==> config.mk <==
export PLATFORM = sky130hd
export DESIGN_NAME = hpa_port
export DESIGN_NICKNAME = d
export VERILOG_FILES = /design/src/rtl/hpa_pkg.sv /design/src/rtl/hpa_sync.sv /design/src/rtl/hpa_creg.sv /design/src/rtl/hpa_xfer.sv /design/src/rtl/hpa_port.sv
export SDC_FILE = /design/constraint.sdc
export NUM_CORES = 1
export LEC_CHECK = 0
export BUFFER_PORTS_ARGS = -buffer_cell sky130_fd_sc_hd__buf_4
export CAP_MARGIN = 20
export CORE_MARGIN = 3
export CORE_UTILIZATION = 50
export CTS_CLUSTER_DIAMETER = 120
export CTS_CLUSTER_SIZE = 25
export DETAILED_ROUTE_END_ITERATION = 6
export PLACE_DENSITY = 0.79
export SYNTH_ARGS = -nofsm -noshare
export SYNTH_HDL_FRONTEND = slang
export SYNTH_SLANG_ARGS = --single-unit
==> constraint.sdc <==
create_clock -name clk -period 6.35 [get_ports clk]
set_clock_uncertainty 0.2 [all_clocks]
set_input_delay 0 -clock clk [delete_from_list [all_inputs] [get_ports clk]]
set_output_delay 0 -clock clk [all_outputs]
set_load 0.02 [all_outputs]
==> src/rtl/hpa_pkg.sv <==
package hpa_pkg;
  typedef enum logic [1:0] {
    XS_IDLE = 2'd0,
    XS_LAT  = 2'd1,
    XS_REQ  = 2'd2,
    XS_CAP  = 2'd3
  } xfer_st_t;
endpackage

==> src/rtl/hpa_sync.sv <==
module hpa_sync #(
  parameter int W      = 3,
  parameter int STAGES = 2
) (
  input  logic         clk,
  input  logic         rst_n,
  input  logic [W-1:0] async_i,
  output logic [W-1:0] lvl_o,
  output logic [W-1:0] rise_o
);
  logic [STAGES-1:0][W-1:0] stg;
  logic [W-1:0]             prev;

  always_ff @(posedge clk or negedge rst_n) begin
    if (!rst_n) begin
      stg  <= '0;
      prev <= '0;
    end else begin
      stg  <= {stg[STAGES-2:0], async_i};
      prev <= stg[STAGES-1];
    end
  end

  assign lvl_o  = stg[STAGES-1];
  assign rise_o = stg[STAGES-1] & ~prev;
endmodule

==> src/rtl/hpa_creg.sv <==
module hpa_creg #(
  parameter int DW = 16
) (
  input  logic          clk,
  input  logic          rst_n,
  input  logic          host_ld,
  input  logic [DW-1:0] host_val,
  input  logic          core_we,
  input  logic [DW-1:0] core_val,
  input  logic          inc,
  output logic [DW-1:0] creg
);
  localparam int AW = DW - 1;

  function automatic logic [AW-1:0] addr_next(input logic [AW-1:0] a);
    return a + 1'b1;
  endfunction

  always_ff @(posedge clk or negedge rst_n) begin
    if (!rst_n)       creg <= '0;
    else if (host_ld) creg <= host_val;
    else if (core_we) creg <= core_val;
    else if (inc)     creg <= {creg[DW-1], addr_next(creg[AW-1:0])};
  end
endmodule

==> src/rtl/hpa_xfer.sv <==
module hpa_xfer
  import hpa_pkg::*;
#(
  parameter int DW = 16,
  parameter int PW = 24
) (
  input  logic          clk,
  input  logic          rst_n,
  input  logic          rd_ev,
  input  logic          wr_ev,
  input  logic          lat_ev,
  input  logic          core_we,
  input  logic          dm_sel,
  input  logic [DW-1:0] bus_in,
  input  logic [PW-1:0] mem_rdata,
  output logic          busy,
  output logic          lat_take,
  output logic          inc,
  output logic          mem_req,
  output logic          mem_we,
  output logic [PW-1:0] mem_wdata,
  output logic [DW-1:0] rdat
);
  localparam int LW = PW - DW;

  function automatic logic [DW-1:0] hi_part(input logic [PW-1:0] w);
    return w[PW-1:LW];
  endfunction
  function automatic logic [DW-1:0] lo_pad(input logic [LW-1:0] b);
    return {{(DW-LW){1'b0}}, b};
  endfunction
  function automatic logic [PW-1:0] pm_join(input logic [DW-1:0] hi, input logic [DW-1:0] lo);
    return {hi, lo[LW-1:0]};
  endfunction

  xfer_st_t      st;
  logic          is_wr, is_dm, half;
  logic [DW-1:0] wbuf, pmhi;
  logic [LW-1:0] pmrd;
  logic          touch_mem, abort;

  assign lat_take  = (st == XS_IDLE) && lat_ev;
  assign abort     = lat_take || core_we;
  assign busy      = (st != XS_IDLE);
  assign touch_mem = is_dm || (is_wr ? half : !half);
  assign mem_req   = (st == XS_REQ) && touch_mem;
  assign mem_we    = is_wr;
  assign mem_wdata = is_dm ? {{LW{1'b0}}, wbuf} : pm_join(pmhi, wbuf);
  assign inc       = (st == XS_CAP) && (is_dm || half);

  always_ff @(posedge clk or negedge rst_n) begin
    if (!rst_n) begin
      st    <= XS_IDLE;
      is_wr <= 1'b0;
      is_dm <= 1'b0;
      half  <= 1'b0;
      wbuf  <= '0;
      pmhi  <= '0;
      pmrd  <= '0;
      rdat  <= '0;
    end else begin
      case (st)
        XS_IDLE: begin
          if (lat_ev) begin
            st <= XS_LAT;
          end else if (rd_ev || wr_ev) begin
            st    <= XS_REQ;
            is_wr <= wr_ev;
            is_dm <= dm_sel;
            wbuf  <= bus_in;
          end
        end
        XS_LAT: st <= XS_IDLE;
        XS_REQ: st <= XS_CAP;
        XS_CAP: begin
          st <= XS_IDLE;
          if (!is_wr) begin
            if (is_dm) begin
              rdat <= mem_rdata[DW-1:0];
            end else if (!half) begin
              rdat <= hi_part(mem_rdata);
              pmrd <= mem_rdata[LW-1:0];
            end else begin
              rdat <= lo_pad(pmrd);
            end
          end else if (!is_dm && !half) begin
            pmhi <= wbuf;
          end
          if (!is_dm) half <= !half;
        end
        default: st <= XS_IDLE;
      endcase
      if (abort) half <= 1'b0;
    end
  end
endmodule

==> src/rtl/hpa_port.sv <==
module hpa_port #(
  parameter int DW          = 16,
  parameter int PW          = 24,
  parameter int SYNC_STAGES = 2
) (
  input  logic          clk,
  input  logic          rst_n,
  input  logic          hsel_n,
  input  logic          hlatch,
  input  logic          hrd_n,
  input  logic          hwr_n,
  input  logic [DW-1:0] had_i,
  output logic [DW-1:0] had_o,
  output logic          had_oe,
  output logic          hack_n,
  input  logic          creg_we,
  input  logic [DW-1:0] creg_wdata,
  output logic [DW-1:0] creg_rdata,
  output logic          mem_req,
  output logic          mem_we,
  output logic          mem_dm,
  output logic [DW-2:0] mem_addr,
  output logic [PW-1:0] mem_wdata,
  input  logic [PW-1:0] mem_rdata
);
  localparam int AW = DW - 1;

  logic [2:0] strobe_raw, strobe_lvl, strobe_rise;
  logic       lat_ev, rd_ev, wr_ev;
  logic       lat_take, inc, busy;
  logic [DW-1:0] creg;

  assign strobe_raw = {!hsel_n && hlatch, !hsel_n && !hrd_n, !hsel_n && !hwr_n};

  hpa_sync #(.W(3), .STAGES(SYNC_STAGES)) u_sync (
    .clk(clk), .rst_n(rst_n), .async_i(strobe_raw),
    .lvl_o(strobe_lvl), .rise_o(strobe_rise)
  );

  assign lat_ev = strobe_rise[2];
  assign rd_ev  = strobe_rise[1];
  assign wr_ev  = strobe_rise[0];

  hpa_creg #(.DW(DW)) u_creg (
    .clk(clk), .rst_n(rst_n), .host_ld(lat_take), .host_val(had_i),
    .core_we(creg_we), .core_val(creg_wdata), .inc(inc), .creg(creg)
  );

  hpa_xfer #(.DW(DW), .PW(PW)) u_xfer (
    .clk(clk), .rst_n(rst_n), .rd_ev(rd_ev), .wr_ev(wr_ev), .lat_ev(lat_ev),
    .core_we(creg_we), .dm_sel(creg[DW-1]), .bus_in(had_i), .mem_rdata(mem_rdata),
    .busy(busy), .lat_take(lat_take), .inc(inc), .mem_req(mem_req),
    .mem_we(mem_we), .mem_wdata(mem_wdata), .rdat(had_o)
  );

  assign had_oe     = !hsel_n && !hrd_n;
  assign hack_n     = busy;
  assign creg_rdata = creg;
  assign mem_dm     = creg[DW-1];
  assign mem_addr   = creg[AW-1:0];
endmodule

==> metrics <==
status=completed; post-layout minimum cycle time=2.833 ns; Critical Path Sink Type=flip-flop; most frequent cells in the layout=140 x buf_4, 86 x dfrtp_1, 70 x dlygate4sd3_1; Vias=3693; final hold violation count=0; Worst Setup Start Kind=flip-flop; CP max FO=46; top_reg_cell synth=dfrtp_1; final cell count without fillers=689; WL per Instance=16.97 um; switching share of power=40.62%; WHS Path Cells=0; Setup violations, final=0; NumNets Final=643; Die H=98.96 um; largest net degree at the start of global routing=87; Mapped Cells=405; VDD IR max=0.0002620 V; TritonCTS Buffers=9; clock latency on the worst-skew pair=0.36 ns; Row Count=33; vias in the first global route=3778; Placed Cells=602; Crit Path Class=flip-flop to flip-flop; area delta synth->final=41.38%; GR Util All Layers=24.19%; Via-to-Cell Ratio=5.360; # resized after CTS=0; port bufs=138; share of cells above drive strength 1=35.96%; Die Span X=98.96 um; CTS tree=yes; iteration-0 DRC count of the detailed router=159; most common cell after layout, fill and taps aside=buf_4; Post-CTS Setup Bufs=0; power share of the sequential group=37.1%; Logic pwr share=49.4%; synthesized flop and latch total=86; clock buffer depth=2; Diodes inserted=0; first-pass GRT wire length=18940 um; DRT Pass-1 Iters=4; Post-synth EDFFs=0; clk root buf=clkbuf_8; area of the die=0.009792 mm^2; dpl hpwl=7548 um; Synth warnings=0; min-delay worst type=flip-flop to flip-flop; antenna viol nets, final=0; relative slew slack=39.40%; Least-Margin Pin Slew=0.9090 ns; RSZ-0062 raised after global routing=no; sequential fraction of the synthesis area=49.81%; maxcap violations=0; Syn Area/Cell=10.67 um^2; Residual DRC=0; Crit path arrival time=2.92 ns; final wirelength=11700 um; Req. time, crit path=6.44 ns; Int Power=1.568 mW; initial antenna violation count=0; Async S/R FF share, synth=100.0%; R2R Setup Slk=3.52 ns; IO Count=139; Mapped Area=0.004320 mm^2; static leakage=2.848 nW; H-Tree Depth=3; core footprint=0.008299 mm^2; Synthesized Nets=469; R2R depth=7; Placer Congestion=0.8701; Fmax=0.3530 GHz; post-synth cell types=43; Initial Util=52.06%; Post-CTS Hold Buffers=69; total net switching power=1.073 mW; clock sink total=86; Final TNS setup=0 ns; CTS clk-pin slew, worst paths=0.08 ns; total gr overflow=0; PD cells=432.2 mW/mm^2; Final Slew Violations=0; fin crit share=44.61%; Clk pwr share=13.5%
[area by class of cell]
type                            instances  area (um^2)
Fill cell                             563         2191
Sequential cell                        86         2152
Multi-Input combinational cell        270         1859
Timing Repair Buffer                  211         1779
Clock buffer                           10        137.6
Tap cell                              105        131.4
Clock inverter                          6        45.04
Inverter                                1        3.754
[flip-flops by register name, summed over array words and instances (netlist names)]
register / cells
u_creg.creg: 16
u_sync.lvl_o: 3
u_sync.prev: 3
u_sync.stg: 3
u_xfer.half: 1
u_xfer.is_dm: 1
u_xfer.mem_we: 1
u_xfer.pmhi: 16
u_xfer.pmrd: 8
u_xfer.rdat: 16
u_xfer.st: 2
u_xfer.wbuf: 16
[synth_stat cells (2+ instances only)]
cell type,n,area share [%]
a21o_1,2,0.35
a21oi_1,25,2.9
a22oi_1,7,1.2
and3_1,4,0.58
buf_1,2,0.17
buf_2,7,0.81
buf_4,25,4.3
buf_6,2,0.52
clkbuf_1,11,0.96
dfrtp_1,86,50
mux2_2,40,10
mux2_4,9,3.1
mux2i_1,13,3.0
nand2_1,44,3.8
nand2b_1,9,1.3
nand3_1,7,0.81
nand3b_1,2,0.35
nand4_1,2,0.29
nor2_1,28,2.4
nor2b_1,10,1.4
nor3_1,3,0.35
o211ai_1,2,0.35
o21ai_0,32,3.7
o221ai_1,3,0.61
or2_1,2,0.29
xnor2_1,5,1.0
xor2_1,7,1.4
[metal layers]
| metal | GRT usage, % | routed length, um | up-vias |
|---|---|---|---|
| met1 | 29.61 | 4688 | 1812 |
| li1 | - | - | 1726 |
| met3 | 5.096 | 768 | 16 |
| met5 | 0 | 0 | - |
| met2 | 42.41 | 6080 | 139 |
| met4 | 8.088 | 158 | 0 |
[final timing paths]
path                               start              end
min                        u_sync.stg[2]  u_sync.lvl_o[2]
max in group asynchronous          rst_n   u_creg.creg[0]
min in group asynchronous          rst_n  u_xfer.rdat[15]
min reg2reg                u_sync.stg[2]  u_sync.lvl_o[2]
max                         u_xfer.is_dm   u_creg.creg[4]
max reg2reg                 u_xfer.is_dm   u_creg.creg[4]
[stage by stage]
stage               util [%]  setup slack (ns)  hold slack, ns  cell area (um^2)  power, mW
floorplan                  -             4.304         -0.4956              4320      1.801
global placement       62.63             4.011        -0.04650              5197      2.186
detailed placement     62.63             3.915        -0.04841              5197      2.226
CTS                    73.15             3.580          0.1558              6071      2.638
global route           73.60             3.374          0.1668              6108      2.794
finish                 73.60             3.517          0.1612              6108      2.640
[cells by family (layout without fill, tap and decap cells)]
logic type,Yosys count,in the layout,share of synthesized area [%]
AOI/OAI and AO/OA,78,78,10.57
xor gates and xnor gates,12,12,2.433
adders and majority gates,1,1,0.2896
buffers and inverters,49,228,7.356
DFF,86,86,49.81
muxes,62,62,16.57
and+or+nand+nor,117,117,12.97
[power by group through the flow]
stage | clock network, mW | logic (mW) | registers [mW]
2_1_floorplan | 0 | 0.792 | 1.01
3_3_place_gp | 0 | 1.22 | 0.971
3_5_place_dp | 0 | 1.24 | 0.982
4_1_cts | 0.361 | 1.30 | 0.974
5_1_grt | 0.382 | 1.40 | 1.01
6_report | 0.356 | 1.30 | 0.980
[worst max-delay path, stage by stage (launching register included)]
cell           delay (ns)
dfrtp_1              0.39
buf_4                0.43
o211a_1              0.54
nand4_1              0.19
xnor2_1              0.18
mux2i_1              0.08
o21ai_0              0.17
dlygate4sd3_1        0.58
Power figures use the tool's default switching activity.
